`config.mk`:
```
export PLATFORM = sky130hd
export DESIGN_NAME = hex_pair_display
export DESIGN_NICKNAME = d
export VERILOG_FILES = /design/src/rtl/hpd_pkg.sv /design/src/rtl/hpd_sync.sv /design/src/rtl/hpd_prescaler.sv /design/src/rtl/hpd_digit_mux.sv /design/src/rtl/hex_pair_display.sv
export SDC_FILE = /design/constraint.sdc
export NUM_CORES = 1
export LEC_CHECK = 0
export BUFFER_PORTS_ARGS = -buffer_cell sky130_fd_sc_hd__buf_2
export CORE_MARGIN = 4
export CORE_UTILIZATION = 35
export CTS_BUF_LIST = sky130_fd_sc_hd__clkbuf_4 sky130_fd_sc_hd__clkbuf_8
export DETAILED_ROUTE_END_ITERATION = 8
export SLEW_MARGIN = 10
export SYNTH_ARGS = -nofsm -noshare
export SYNTH_HDL_FRONTEND = slang
export SYNTH_SLANG_ARGS = --single-unit
```
`constraint.sdc`:
```
create_clock -name clk -period 2.25 [get_ports clk]
set_clock_uncertainty 0.2 [all_clocks]
set_input_delay 0.225 -clock clk [delete_from_list [all_inputs] [get_ports clk]]
set_output_delay 0.225 -clock clk [all_outputs]
set_load 0.02 [all_outputs]
```
`src/rtl/hpd_pkg.sv`:
```
package hpd_pkg;

    localparam int NIB_W = 4;
    localparam int SEG_W = 7;

    typedef logic [NIB_W-1:0] nibble_t;
    typedef logic [SEG_W-1:0] seg_t;

    typedef enum logic {
        PH_LOW  = 1'b0,
        PH_HIGH = 1'b1
    } phase_e;

    // Segment order {g,f,e,d,c,b,a}, active high
    function automatic seg_t hex_glyph(input nibble_t v);
        seg_t s;
        unique case (v)
            4'h0: s = 7'h3F;
            4'h1: s = 7'h06;
            4'h2: s = 7'h5B;
            4'h3: s = 7'h4F;
            4'h4: s = 7'h66;
            4'h5: s = 7'h6D;
            4'h6: s = 7'h7D;
            4'h7: s = 7'h07;
            4'h8: s = 7'h7F;
            4'h9: s = 7'h6F;
            4'hA: s = 7'h77;
            4'hB: s = 7'h7C;
            4'hC: s = 7'h39;
            4'hD: s = 7'h5E;
            4'hE: s = 7'h79;
            default: s = 7'h71;
        endcase
        return s;
    endfunction

endpackage

```
`src/rtl/hpd_sync.sv`:
```
module hpd_sync #(
    parameter int WIDTH  = 8,
    parameter int STAGES = 2
) (
    input  logic             clk,
    input  logic             rst,
    input  logic [WIDTH-1:0] async_i,
    output logic [WIDTH-1:0] sync_o
);

    typedef struct packed {
        logic [STAGES-1:0][WIDTH-1:0] stage;
    } sync_state_t;

    sync_state_t st_d, st_q;

    always_comb begin
        st_d = st_q;
        st_d.stage[0] = async_i;
        for (int i = 1; i < STAGES; i++) begin
            st_d.stage[i] = st_q.stage[i-1];
        end
        if (rst) begin
            st_d = '0;
        end
    end

    always_ff @(posedge clk) begin
        st_q <= st_d;
    end

    assign sync_o = st_q.stage[STAGES-1];

endmodule

```
`src/rtl/hpd_prescaler.sv`:
```
module hpd_prescaler #(
    parameter int CNT_W = 17
) (
    input  logic             clk,
    input  logic             rst,
    output logic [CNT_W-1:0] count_o,
    output logic             phase_o
);

    typedef struct packed {
        logic [CNT_W-1:0] cnt;
    } pre_state_t;

    pre_state_t st_d, st_q;

    always_comb begin
        st_d = st_q;
        st_d.cnt = st_q.cnt + 1'b1;
        if (rst) begin
            st_d = '0;
        end
    end

    always_ff @(posedge clk) begin
        st_q <= st_d;
    end

    assign count_o = st_q.cnt;
    assign phase_o = st_q.cnt[CNT_W-1];

endmodule

```
`src/rtl/hpd_digit_mux.sv`:
```
module hpd_digit_mux
    import hpd_pkg::*;
(
    input  logic [2*NIB_W-1:0] value_i,
    input  logic               phase_i,
    output seg_t               seg_o,
    output logic               hi_en_o,
    output logic               lo_en_o
);

    nibble_t picked;
    phase_e  ph;

    always_comb begin
        ph      = phase_e'(phase_i);
        picked  = (ph == PH_HIGH) ? value_i[2*NIB_W-1:NIB_W] : value_i[NIB_W-1:0];
        seg_o   = hex_glyph(picked);
        hi_en_o = (ph == PH_HIGH);
        lo_en_o = ~hi_en_o;
    end

endmodule

```
`src/rtl/hex_pair_display.sv`:
```
module hex_pair_display
    import hpd_pkg::*;
#(
    parameter int CNT_W       = 17,
    parameter int SYNC_STAGES = 2
) (
    input  logic       clk,
    input  logic       rst,
    input  logic [7:0] sw_i,
    output logic [6:0] seg_o,
    output logic       hi_en_o,
    output logic       lo_en_o
);

    localparam int SW_W = 2 * NIB_W;

    logic [SW_W-1:0]  sw_sync;
    logic [CNT_W-1:0] sel_cnt;
    logic             sel_phase;

    hpd_sync #(
        .WIDTH (SW_W),
        .STAGES(SYNC_STAGES)
    ) u_sync (
        .clk    (clk),
        .rst    (rst),
        .async_i(sw_i),
        .sync_o (sw_sync)
    );

    hpd_prescaler #(
        .CNT_W(CNT_W)
    ) u_pre (
        .clk    (clk),
        .rst    (rst),
        .count_o(sel_cnt),
        .phase_o(sel_phase)
    );

    hpd_digit_mux u_mux (
        .value_i(sw_sync),
        .phase_i(sel_phase),
        .seg_o  (seg_o),
        .hi_en_o(hi_en_o),
        .lo_en_o(lo_en_o)
    );

endmodule

```
Word level (Yosys, flattened, before mapping)
Memories as Yosys holds them, arrays and structs flattened.
Index checks and enable logic that the tools add are counted.

word-level totals
  memory bits (writable) = 0
  memories kept = 1
  latch bits = 0
  output and inout port bits = 9
  ROM bits = 112
  bits of input ports = 10
  register bits after elaboration = 33

operators by class
  add/sub/neg operators = 1
  div/mod/pow operators = 0
  equal/unequal tests = 0
  shift-type cells = 0
  reductions and logical operators = 0
  $lt $le $gt $ge = 0
  multiplexer cells = 1
  bitwise logic cells = 1
  $mul = 0

memories
  memory           depth  bits a word  rd ports  clocked after memory_dff  write ports  RTL line       RTL
  (no name shown)  16     7            1         0                         0            hpd_pkg.sv:17  unique case (v)

operators by type and width
  operator                                        number
  adder 17 x 1 -> 17 bit (second input constant)  1
  2-to-1 mux 4 bit                                1
  NOT 1 bit                                       1

Logic depth before layout (Yosys ltp)
An unclocked memory read counts as a cell.

  depth in word-level cells = 2
  mapped depth = 6
  depth with buffers taken out = 5

Cells and area by module
Synthesis repeated with hierarchy kept, for this count alone.

second synthesis, totals
  cells, all modules = 160
  area, all modules = 1610.3 µm²

modules (own cells, without submodules)
  module         times used  sequential area each (µm²)  cells each  area each (µm²)
  hpd_prescaler  1           340.3                       81          748.2
  hpd_sync       1           320.3                       41          524.3
  hpd_digit_mux  1           0.0                         38          337.8

Worst setup path after synthesis
OpenSTA, ideal clock, no wires.

  kind = register -> output
  start = register u_pre.st_q, in the netlist u_pre.count_o[16]
  end = output seg_o[3]
  data required time = 1825 ps
  path buffers = 1
  arrival = 1971 ps
  stages on the path, launching flop included = 7
  setup slack = -146 ps
  cells stage by stage = dfxtp_1 -> buf_6 -> mux2i_1 -> inv_1 -> ha_1 -> mux4_2 -> inv_1

on the way
  longest elaborated chain between the ends = 2

ends and longest elaborated chain
  element                   RTL line                RTL
  from (decl)               hpd_prescaler.sv:14     pre_state_t st_d, st_q;
  from (signal assigned)    hpd_prescaler.sv:25     st_q <= st_d;
  2-to-1 mux 4 bit          hpd_digit_mux.sv:16     picked = (ph == PH_HIGH) ? value_i[2*NIB_W-1:NIB_W] : value_i[NIB_W-1:0];
  memory read (16 x 7 bit)  -
  to (decl)                 hex_pair_display.sv:10  output logic [6:0] seg_o,

No other way between the ends.

Worst setup path in the final report
Ends and elaborated chain as after synthesis.

==> flow_summary.json <==
{
  "detailed_place_hpwl_microns": 2044,
  "cp.arrival_ns": 1.89,
  "remaining_drc_errors": 0,
  "n_fill_cell": 395,
  "switching_share_pct": 23.71,
  "clock_path_buffers": 2,
  "dpl_worst_slack_ns": 0.1084,
  "io_buffers": 18,
  "holdCritStartpoint": "rst",
  "irDropWorstVdd_mv": 0.4254,
  "fin_crit_ns": 2.310,
  "critPathMaxFanout": 3,
  "hold_end": "u_pre.count_o[16]",
  "p_clk_share_pct": 37.3,
  "syn_area_sq_um": 1500,
  "regArea_sq_um": 664.4,
  "async_reset_ff_share_pct": 0,
  "mostFrequentLayoutCells": "dfxtp_1, nor2_1, nor2b_1",
  "syn_inst": 152,
  "cts-root-buf": "clkbuf_8",
  "fmax_ghz": 0.4329,
  "final_common_cell": "dfxtp_1",
  "die_w_microns": 73.47,
  "intPower_w": 0.0008892,
  "synth_edf_count": 0,
  "final_area_sq_um": 1928,
  "cts_max_level": 2,
  "die_y_microns": 73.47,
  "tightestPinTransition_ns": 0.3472,
  "grt_max_degree": 34,
  "dp_cells": 221,
  "grt_first_pass_wirelength_microns": 5002,
  "num_antenna_cells": 0,
  "finalWorstSetupSlack_ns": -0.06011,
  "ant_nets": 0,
  "synth_seq_cells": 33,
  "num_rows": 23,
  "cp.required_ns": 1.82,
  "synth_fp_nets": 170,
  "io_pins": 19,
  "antenna_found_initial": 0,
  "track_usage_pct": 12.45,
  "yosys_warnings": 0,
  "criticalPathCategory": "reg -> out",
  "hold_violations": 0,
  "first_pass_iters": 4,
  "dieArea_sq_um": 5398,
  "end_kind": "output port",
  "gpl.final_weighted_congestion": 0.8445,
  "finalWirelength_microns": 2887,
  "critPathLaunchType": "flip-flop",
  "clk_transition_reported_paths_ns": 0.06,
  "layout-drive-gt1-share_pct": 28.57,
  "grt_setup_unrepaired": "true",
  "clock-sinks": 33,
  "setup_tns_ns": -0.07670,
  "drv_cap": 0,
  "syn_area_per_cell_sq_um": 9.870,
  "ff2ff_setup_slack_ns": 0.46,
  "multi_input_area_sq_um": 834.6,
  "vias": 1139,
  "p_leak_nw": 0.7446,
  "grt_pass1_vias": 1149,
  "r2r-start": "u_pre.count_o[0]",
  "run_status": "complete, but fails checks",
  "drtIter0Drc": 22,
  "hold_depth": 3,
  "max_slew_margin_pct": 76.64,
  "synth-main-ff-cell": "dfxtp_1",
  "yosysSeqAreaShare_pct": 44.04,
  "layout.cells.non_filler": 239,
  "r2r_end": "u_pre.count_o[16]",
  "insertion_delay_ns": 0.29,
  "powerDensity_nw_per_um2": 604.5,
  "reg2reg_depth": 5,
  "fin_nets": 206,
  "globalRouteOverflowTotal": 0,
  "cts_tree": "built",
  "setup_violations": 2,
  "placed_area_sq_um": 1685,
  "yosysUniqueCellTypes": 33,
  "power_frac_comb_pct": 10.2,
  "cts_inserted_buffers": 5,
  "slew_violations": 0,
  "p_seq_share_pct": 52.6,
  "area_growth_syn_to_layout_pct": 28.52,
  "min_path_type": "in -> reg",
  "coreArea_sq_um": 4086,
  "initial_core_util_pct": 36.71,
  "netSwitchingPower_w": 0.0002764,
  "wl_per_cell_microns": 12.08,
  "vias_per_cell": 4.766,
  "period_share_pct": 102.7,
  "violations": "setup timing"
}
## per-layer routing
layer / routed length, microns / track usage (%) / vias up / part of all wire (%)
met5: 0 / 0 / - / 0
met4: 124 / 9.256 / 0 / 4.3
met3: 192 / 4.925 / 11 / 6.7
met2: 1383 / 20.96 / 30 / 48
met1: 1187 / 12.18 / 515 / 41
li1: - / - / 583 / -
## cells by family after synthesis
logic type / synth area share [%]
xor gates and xnor gates: 7.590
DFF: 44.04
and+or+nand+nor: 24.02
buffers and inverters: 3.503
adders and majority gates: 6.672
muxes: 8.090
AOI/OAI and AO/OA: 6.089
## repair_timing
action | CTS | global route
hold endpoints to repair | 8 | 0
gates cloned | 0 | 0
setup endpoints to repair | 5 | 5
setup buffers | 2 | 0
hold buffers | 8 | 0
resized for setup | 14 | 4
pin swaps | 0 | 2
## through the flow
step	util, %	power [W]	hold slack [ns]
5_1_grt	47.18	0.001224	0.1534
4_1_cts	46.88	0.001181	0.1382
6_report	47.18	0.001166	0.1461
3_5_place_dp	41.24	0.0007202	0.2204
3_3_place_gp	41.24	0.0007160	0.2231
2_1_floorplan	-	0.0006885	0.09661
## sequential cells by signal, indices dropped and copies added (netlist names)
name / flops
u_pre.count_o: 17
u_sync.sync_o: 8
u_sync.st_q: 8
## power by group through the flow
stage          Clock, W  Combinational (W)  Sequential, W
4_1_cts        0.000453           0.000116       0.000613
3_3_place_gp          0          0.0000900       0.000626
3_5_place_dp          0          0.0000937       0.000627
2_1_floorplan         0          0.0000644       0.000624
5_1_grt        0.000478           0.000131       0.000615
6_report       0.000435           0.000118       0.000613
## worst max-delay path by stage
| stage | start | depth (start not counted) | to | slack (ns) |
|---|---|---|---|---|
| after floorplan | u_pre.count_o[16] | 6 | seg_o[3] | 0.005 |
| after global placement | u_pre.count_o[16] | 6 | seg_o[3] | 0.16 |
| after detailed placement | u_pre.count_o[16] | 6 | seg_o[3] | 0.11 |
| after CTS | u_pre.count_o[16] | 7 | seg_o[3] | -0.06 |
| after global routing | u_pre.count_o[16] | 7 | seg_o[3] | -0.13 |
| final | u_pre.count_o[16] | 7 | seg_o[3] | -0.06 |
## worst max-delay path: stages (launching register included)
cell and delay [ns]:
dfxtp_4 0.36, mux2i_4 0.20, buf_6 0.13, ha_4 0.26, inv_2 0.02, mux4_2 0.46, inv_2 0.06, buf_6 0.10
## synth_stat cells (3+ instances only)
cell      instances  share of area, %
a21oi_1           3               1.0
nand3_1           6               2.0
clkbuf_1          3              0.75
ha_1              8               6.7
nor2b_1          17               7.1
mux2i_1           4               2.7
xnor2_1          11               6.4
nand2_1           6               1.5
nor2_1           20               5.0
dfxtp_1          33                44
nor3_1            6               2.0
inv_1             8               2.0
## cell type report
class                   instances  share of cell area, %
repair buffers                 33                  12.98
multi-input cells             107                  43.28
clock inverters                 2                 0.5191
clock buffers                   6                  3.958
well taps                      50                  3.245
flip-flops and latches         33                  34.46
inverters                       8                  1.557
No activity file was read; power rests on OpenSTA's default activity.
